<file path="config.mk">
export PLATFORM = sky130hd
export DESIGN_NAME = ow_triplet_seq
export DESIGN_NICKNAME = d
export VERILOG_FILES = /design/src/rtl/ow_trip_pkg.sv /design/src/rtl/ow_trip_rst_sync.sv /design/src/rtl/ow_trip_decide.sv /design/src/rtl/ow_trip_fsm.sv /design/src/rtl/ow_triplet_seq.sv
export SDC_FILE = /design/constraint.sdc
export NUM_CORES = 1
export LEC_CHECK = 0
export BUFFER_PORTS_ARGS = -buffer_cell sky130_fd_sc_hd__buf_2
export CAP_MARGIN = 20
export CELL_PAD_IN_SITES_DETAIL_PLACEMENT = 1
export CELL_PAD_IN_SITES_GLOBAL_PLACEMENT = 2
export CORE_UTILIZATION = 36
export CTS_CLUSTER_SIZE = 40
export DETAILED_ROUTE_END_ITERATION = 8
export GPL_TIMING_DRIVEN = 0
export MAX_ROUTING_LAYER = met4
export PLACE_DENSITY_LB_ADDON = 0.15
export SYNTH_ARGS = -nofsm -noshare
export SYNTH_HDL_FRONTEND = slang
export SYNTH_SLANG_ARGS = --single-unit
export TNS_END_PERCENT = 5
</file>
<file path="constraint.sdc">
create_clock -name clk -period 2.55 [get_ports clk]
set_input_delay 0.255 -clock clk [delete_from_list [all_inputs] [get_ports clk]]
set_output_delay 0.255 -clock clk [all_outputs]
set_load 0.02 [all_outputs]
</file>
<file path="src/rtl/ow_trip_pkg.sv">
package ow_trip_pkg;
  localparam int CODE_W   = 3;
  localparam int POS_ID   = 0;
  localparam int POS_CMP  = 1;
  localparam int POS_DIR  = 2;

  typedef enum logic [2:0] {
    ST_IDLE   = 3'd0,
    ST_RD_ID  = 3'd1,
    ST_RD_CMP = 3'd2,
    ST_WR_DIR = 3'd3,
    ST_DONE   = 3'd4
  } trip_state_e;
endpackage

</file>
<file path="src/rtl/ow_trip_rst_sync.sv">
module ow_trip_rst_sync #(
  parameter int STAGES = 2
) (
  input  logic clk,
  input  logic rst_ni,
  output logic rst_no
);
  logic [STAGES-1:0] chain_q;

  always_ff @(posedge clk or negedge rst_ni) begin
    if (!rst_ni) chain_q <= '0;
    else         chain_q <= {chain_q[STAGES-2:0], 1'b1};
  end

  assign rst_no = chain_q[STAGES-1];
endmodule

</file>
<file path="src/rtl/ow_trip_decide.sv">
module ow_trip_decide
  import ow_trip_pkg::*;
(
  input  logic              id_bit_i,
  input  logic              cmp_bit_i,
  input  logic              pref_i,
  output logic              err_o,
  output logic              dir_o,
  output logic [CODE_W-1:0] code_o
);
  always_comb begin
    err_o = id_bit_i & cmp_bit_i;
    if (err_o)                       dir_o = 1'b0;
    else if (!id_bit_i && !cmp_bit_i) dir_o = pref_i;
    else                             dir_o = id_bit_i;
    code_o          = '0;
    code_o[POS_ID]  = id_bit_i;
    code_o[POS_CMP] = cmp_bit_i;
    code_o[POS_DIR] = dir_o;
  end
endmodule

</file>
<file path="src/rtl/ow_trip_fsm.sv">
module ow_trip_fsm
  import ow_trip_pkg::*;
(
  input  logic              clk,
  input  logic              rst_n,
  input  logic              start_i,
  input  logic              pref_dir_i,
  input  logic              slot_ack_i,
  input  logic              slot_rbit_i,
  input  logic              dec_err_i,
  input  logic              dec_dir_i,
  input  logic [CODE_W-1:0] dec_code_i,
  output logic              id_q_o,
  output logic              pref_q_o,
  output logic              done_o,
  output logic [CODE_W-1:0] result_o,
  output logic              slot_req_o,
  output logic              slot_wbit_o
);
  trip_state_e state_q, state_d;
  logic id_q, pref_q, dir_q;
  logic [CODE_W-1:0] result_q;
  logic start_en, id_en, cmp_en;

  assign start_en = (state_q == ST_IDLE) && start_i;
  assign id_en    = (state_q == ST_RD_ID) && slot_ack_i;
  assign cmp_en   = (state_q == ST_RD_CMP) && slot_ack_i;

  always_comb begin
    state_d = state_q;
    unique case (state_q)
      ST_IDLE:   if (start_i)    state_d = ST_RD_ID;
      ST_RD_ID:  if (slot_ack_i) state_d = ST_RD_CMP;
      ST_RD_CMP: if (slot_ack_i) state_d = dec_err_i ? ST_DONE : ST_WR_DIR;
      ST_WR_DIR: if (slot_ack_i) state_d = ST_DONE;
      ST_DONE:                   state_d = ST_IDLE;
      default:                   state_d = ST_IDLE;
    endcase
  end

  always_ff @(posedge clk or negedge rst_n) begin
    if (!rst_n) state_q <= ST_IDLE;
    else        state_q <= state_d;
  end

  always_ff @(posedge clk or negedge rst_n) begin
    if (!rst_n) begin
      id_q     <= 1'b0;
      pref_q   <= 1'b0;
      dir_q    <= 1'b0;
      result_q <= '0;
    end else begin
      if (start_en) pref_q <= pref_dir_i;
      if (id_en)    id_q   <= slot_rbit_i;
      if (cmp_en) begin
        dir_q    <= dec_dir_i;
        result_q <= dec_code_i;
      end
    end
  end

  always_comb begin
    slot_req_o  = 1'b0;
    slot_wbit_o = 1'b1;
    unique case (state_q)
      ST_RD_ID, ST_RD_CMP: slot_req_o = 1'b1;
      ST_WR_DIR: begin
        slot_req_o  = 1'b1;
        slot_wbit_o = dir_q;
      end
      default: ;
    endcase
  end

  assign done_o   = (state_q == ST_DONE);
  assign result_o = (state_q == ST_DONE || state_q == ST_IDLE) ? result_q : result_hold_q;
  assign id_q_o   = id_q;
  assign pref_q_o = pref_q;

  logic [CODE_W-1:0] result_hold_q;
  always_ff @(posedge clk or negedge rst_n) begin
    if (!rst_n)      result_hold_q <= '0;
    else if (done_o) result_hold_q <= result_q;
  end
endmodule

</file>
<file path="src/rtl/ow_triplet_seq.sv">
module ow_triplet_seq
  import ow_trip_pkg::*;
#(
  parameter int RST_STAGES = 2
) (
  input  logic              clk,
  input  logic              rst_n,
  input  logic              start_i,
  input  logic              pref_dir_i,
  output logic              done_o,
  output logic [CODE_W-1:0] result_o,
  output logic              slot_req_o,
  output logic              slot_wbit_o,
  input  logic              slot_ack_i,
  input  logic              slot_rbit_i
);
  logic rst_sync_n;
  logic id_q, pref_q, dec_err, dec_dir;
  logic [CODE_W-1:0] dec_code;

  ow_trip_rst_sync #(.STAGES(RST_STAGES)) u_rst (
    .clk    (clk),
    .rst_ni (rst_n),
    .rst_no (rst_sync_n)
  );

  ow_trip_decide u_dec (
    .id_bit_i  (id_q),
    .cmp_bit_i (slot_rbit_i),
    .pref_i    (pref_q),
    .err_o     (dec_err),
    .dir_o     (dec_dir),
    .code_o    (dec_code)
  );

  ow_trip_fsm u_fsm (
    .clk         (clk),
    .rst_n       (rst_sync_n),
    .start_i     (start_i),
    .pref_dir_i  (pref_dir_i),
    .slot_ack_i  (slot_ack_i),
    .slot_rbit_i (slot_rbit_i),
    .dec_err_i   (dec_err),
    .dec_dir_i   (dec_dir),
    .dec_code_i  (dec_code),
    .id_q_o      (id_q),
    .pref_q_o    (pref_q),
    .done_o      (done_o),
    .result_o    (result_o),
    .slot_req_o  (slot_req_o),
    .slot_wbit_o (slot_wbit_o)
  );
endmodule

</file>
==> summary.md <==
* part of the Yosys area used for sequential elements: 0.532
* global-route usage over all layers: 0.153
* cell with the largest stage delay on the worst path: sky130_fd_sc_hd__dfrtp_1
* final-stage net count: 71
* clock tree from TritonCTS: done
* Final GP Congestion: 0.734
* diode insertion count for antenna repair: 0
* number of buffers on the longest clock path: 2
* final setup skew: 0.00756 ns
* die width: 43.2 µm
* grt ovf: 0
* Post-Synth Adder-Cell Area: 0
* ordered cell list for the critical path: nor2_2 > mux2_2 > buf_2
* overall routed net length: 1180 µm
* Yosys warnings: 0
* setup repair after global routing missed its margin: no
* finished layout cell area: 723 µm²
* Highest Clock Rate: 537 MHz
* Worst VDD drop: 559 µV
* via count of the first global-routing pass: 406
* Crit path required time: 2.30 ns
* setup TNS: 0 ns
* number of iterations in the first detailed-routing pass: 4
* Post-Syn Area: 612 µm²
* wire length of the first global-routing pass: 1940 µm
* number of unique standard cell types used by synthesis: 20
* Detail Placement HPWL: 842 µm
* Setup Buffers After CTS: 0
* cell area after placement: 687 µm²
* total leakage power: 0.000336 µW
* number of cell rows: 14
* maximum number of pins on one net before global-route repair: 12
* via count: 422
* share of final-layout standard cells stronger than drive strength 1: 0.438
* clk_lat worst skew: 0.28 ns
* filler cell count in the final layout: 163
* Critical Path Sink Type: output port
* cells after synthesis: 48
* maximum level of the CTS H-tree: 1
* number of buffers created by CTS: 3
* met1 track demand over resource: 0.205
* fraction of met3 tracks used by global routing: 0.0383
* met2 Use GR: 0.224
* number of I/O port buffers: 11
* core region area: 1540 µm²
* IO Count: 12
* final hold viol count: 0
* Min-Delay Path Class: register to async pin
* worst setup slack after placement: 0.985 ns
* DRC violation count after routing: 0
* Buf/Inv on CP: 1
* synthesized-area fraction occupied by and/or/nand/nor cells: 0.149
* post-synthesis share of cell area spent on xor and xnor gates: 0
* total clock sinks: 13
* delay of the slowest cell on the worst path: 0.48 ns
* CP Class: register to output port
* startpoint type of the worst setup path: register
* effective utilization at floorplan: 0.397
* dominant combinational cell family by area after synthesis: multiplexers
* DR vias/cell: 5.28
* number of pins exceeding their max-slew limit in the final report: 0
* final worst-path cycle share: 0.730
* die area: 1870 µm²
* area fraction in compound gates after synthesis: 0.0675
* count of maximum capacitance violations: 0
* drt first-iter violations: 5
* routed wirelength normalized by instance count: 14.7 µm
* die outline height: 43.2 µm
* antenna violations before repair: 0
* arrival time reported for the critical path endpoint: 1.61 ns
* post-synthesis mux area share: 0.202
* Final setup viols: 0
* Clk Tree Root Cell: sky130_fd_sc_hd__clkbuf_4
* number of register bits inferred by synthesis: 13
* most heavily used metal layer in global routing: met2
* Area Growth Syn to Fin: 18.2%
* outcome: finished, final reports clean
* number of nets with antenna violations after detailed routing: 0
* final setup margin: 0.689 ns
* top fanout value on the critical path: 7
* min cycle time layout: 1.86 ns
* clock-pin slew of the registers on the worst-case setup and hold paths: 0.08 ns
* net count after synthesis: 54
* power density relative to cell area: 1220 nW/µm²
* gate family responsible for the most delay along the worst path: flip-flops
* Post-Synthesis Mean Instance Area: 12.7 µm²
## per-stage QoR
| step | power (µW) | util | hold WS, ns | instances |
|---|---|---|---|---|
| after global routing | 948 | 0.469 | 0.224 | 80 |
| after detailed placement | 763 | 0.446 | 0.0413 | 75 |
| after floorplan | 651 | - | -0.0406 | 48 |
| after global placement | 752 | 0.446 | 0.0392 | 75 |
| final | 885 | 0.469 | 0.195 | 80 |
| after CTS | 896 | 0.469 | 0.206 | 80 |
## power breakdown
group	leakage (µW)	switching, µW	internal [µW]	total, µW
clock network	0.0000150	68.5	60.7	129
logic	0.000160	190	193	384
registers	0.000161	84.0	288	372
total	0.000336	343	542	885
## cells by family after synthesis
kind of cell           after synthesis
DFF                                 13
and+or+nand+nor                     12
muxes                               10
AOI/OAI and AO/OA                    7
buffers and inverters                5
other                                1
## cell usage in the layout, fill, tap and decap left out, types with 2 or more instances in the layout
| cell type | Yosys | final |
|---|---|---|
| sky130_fd_sc_hd__dfrtp_1 | 13 | 13 |
| sky130_fd_sc_hd__buf_2 | 0 | 11 |
| sky130_fd_sc_hd__mux2_2 | 7 | 7 |
| sky130_fd_sc_hd__nor2_1 | 3 | 3 |
| sky130_fd_sc_hd__inv_1 | 3 | 3 |
| sky130_fd_sc_hd__a21oi_1 | 3 | 3 |
| sky130_fd_sc_hd__mux2_4 | 3 | 3 |
| sky130_fd_sc_hd__clkbuf_4 | 0 | 3 |
| sky130_fd_sc_hd__clkbuf_1 | 1 | 2 |
| sky130_fd_sc_hd__nand3b_1 | 2 | 2 |
| sky130_fd_sc_hd__o21ai_0 | 2 | 2 |
## worst reg2reg max path, delay by kind of cell (launching register included)
kind / cells / cell delay, ns
and+or+nand+nor: 2 / 0.53
muxes: 1 / 0.30
DFF: 1 / 0.48
buffers and inverters: 1 / 0.11
## synthesized netlist by cell type, drive strengths merged
cell,n,share of area
and2,1,0.014
buf,1,0.018
inv,3,0.018
o21ai,2,0.016
nor4b,1,0.014
nand2,1,0.0061
or4bb,1,0.018
a221oi,1,0.014
nand3b,2,0.025
mux2,10,0.20
conb,1,0.0061
a21oi,3,0.025
clkbuf,1,0.0061
dfrtp,13,0.53
nor4,1,0.035
o31ai,1,0.012
nor2,4,0.029
nand3,1,0.0082
## flip-flops by register name (all words and copies together) (netlist names)
register	count
u_fsm.result_hold_q	3
u_fsm.result_q	3
u_fsm.state_q	3
u_rst.chain_q	2
u_fsm.id_q_o	1
u_fsm.pref_q_o	1
## repair_timing
action                    in CTS  in global routing
resized for setup              0                  0
hold endpoints to repair       2                  0
hold buffers                   1                  0
## metal layers
metal / vias up / wire [µm]
met5: - / 0
met4: 0 / 21
met3: 2 / 42
met2: 10 / 542
met1: 209 / 570
li1: 201 / -
## final cells by class
cell class	instances	area (µm²)	share of cell area
tap	16	20.0	0.0277
multi-input combinational	30	260	0.360
timing repair buffer	12	65.1	0.0900
sequential	13	325	0.450
buffer	2	15.0	0.0208
clock buffer	4	26.3	0.0363
inverter	3	11.3	0.0156
## worst paths after layout
kind,from,endpoint,slack (ns),cells after the start
setup / recovery,u_fsm.state_q[0],result_o[2],0.69,3
hold / removal,u_rst.chain_q[1],u_fsm.result_q[1],0.19,0
setup reg to reg,u_fsm.state_q[0],u_fsm.result_hold_q[1],1.02,4
hold reg to reg,u_rst.chain_q[1],u_fsm.result_q[1],0.19,0
max in group asynchronous,u_rst.chain_q[1],u_fsm.state_q[2],2.03,0
min in group clk,pref_dir_i,u_fsm.pref_q_o,0.21,2
No activity file was read; power rests on OpenSTA's default activity.
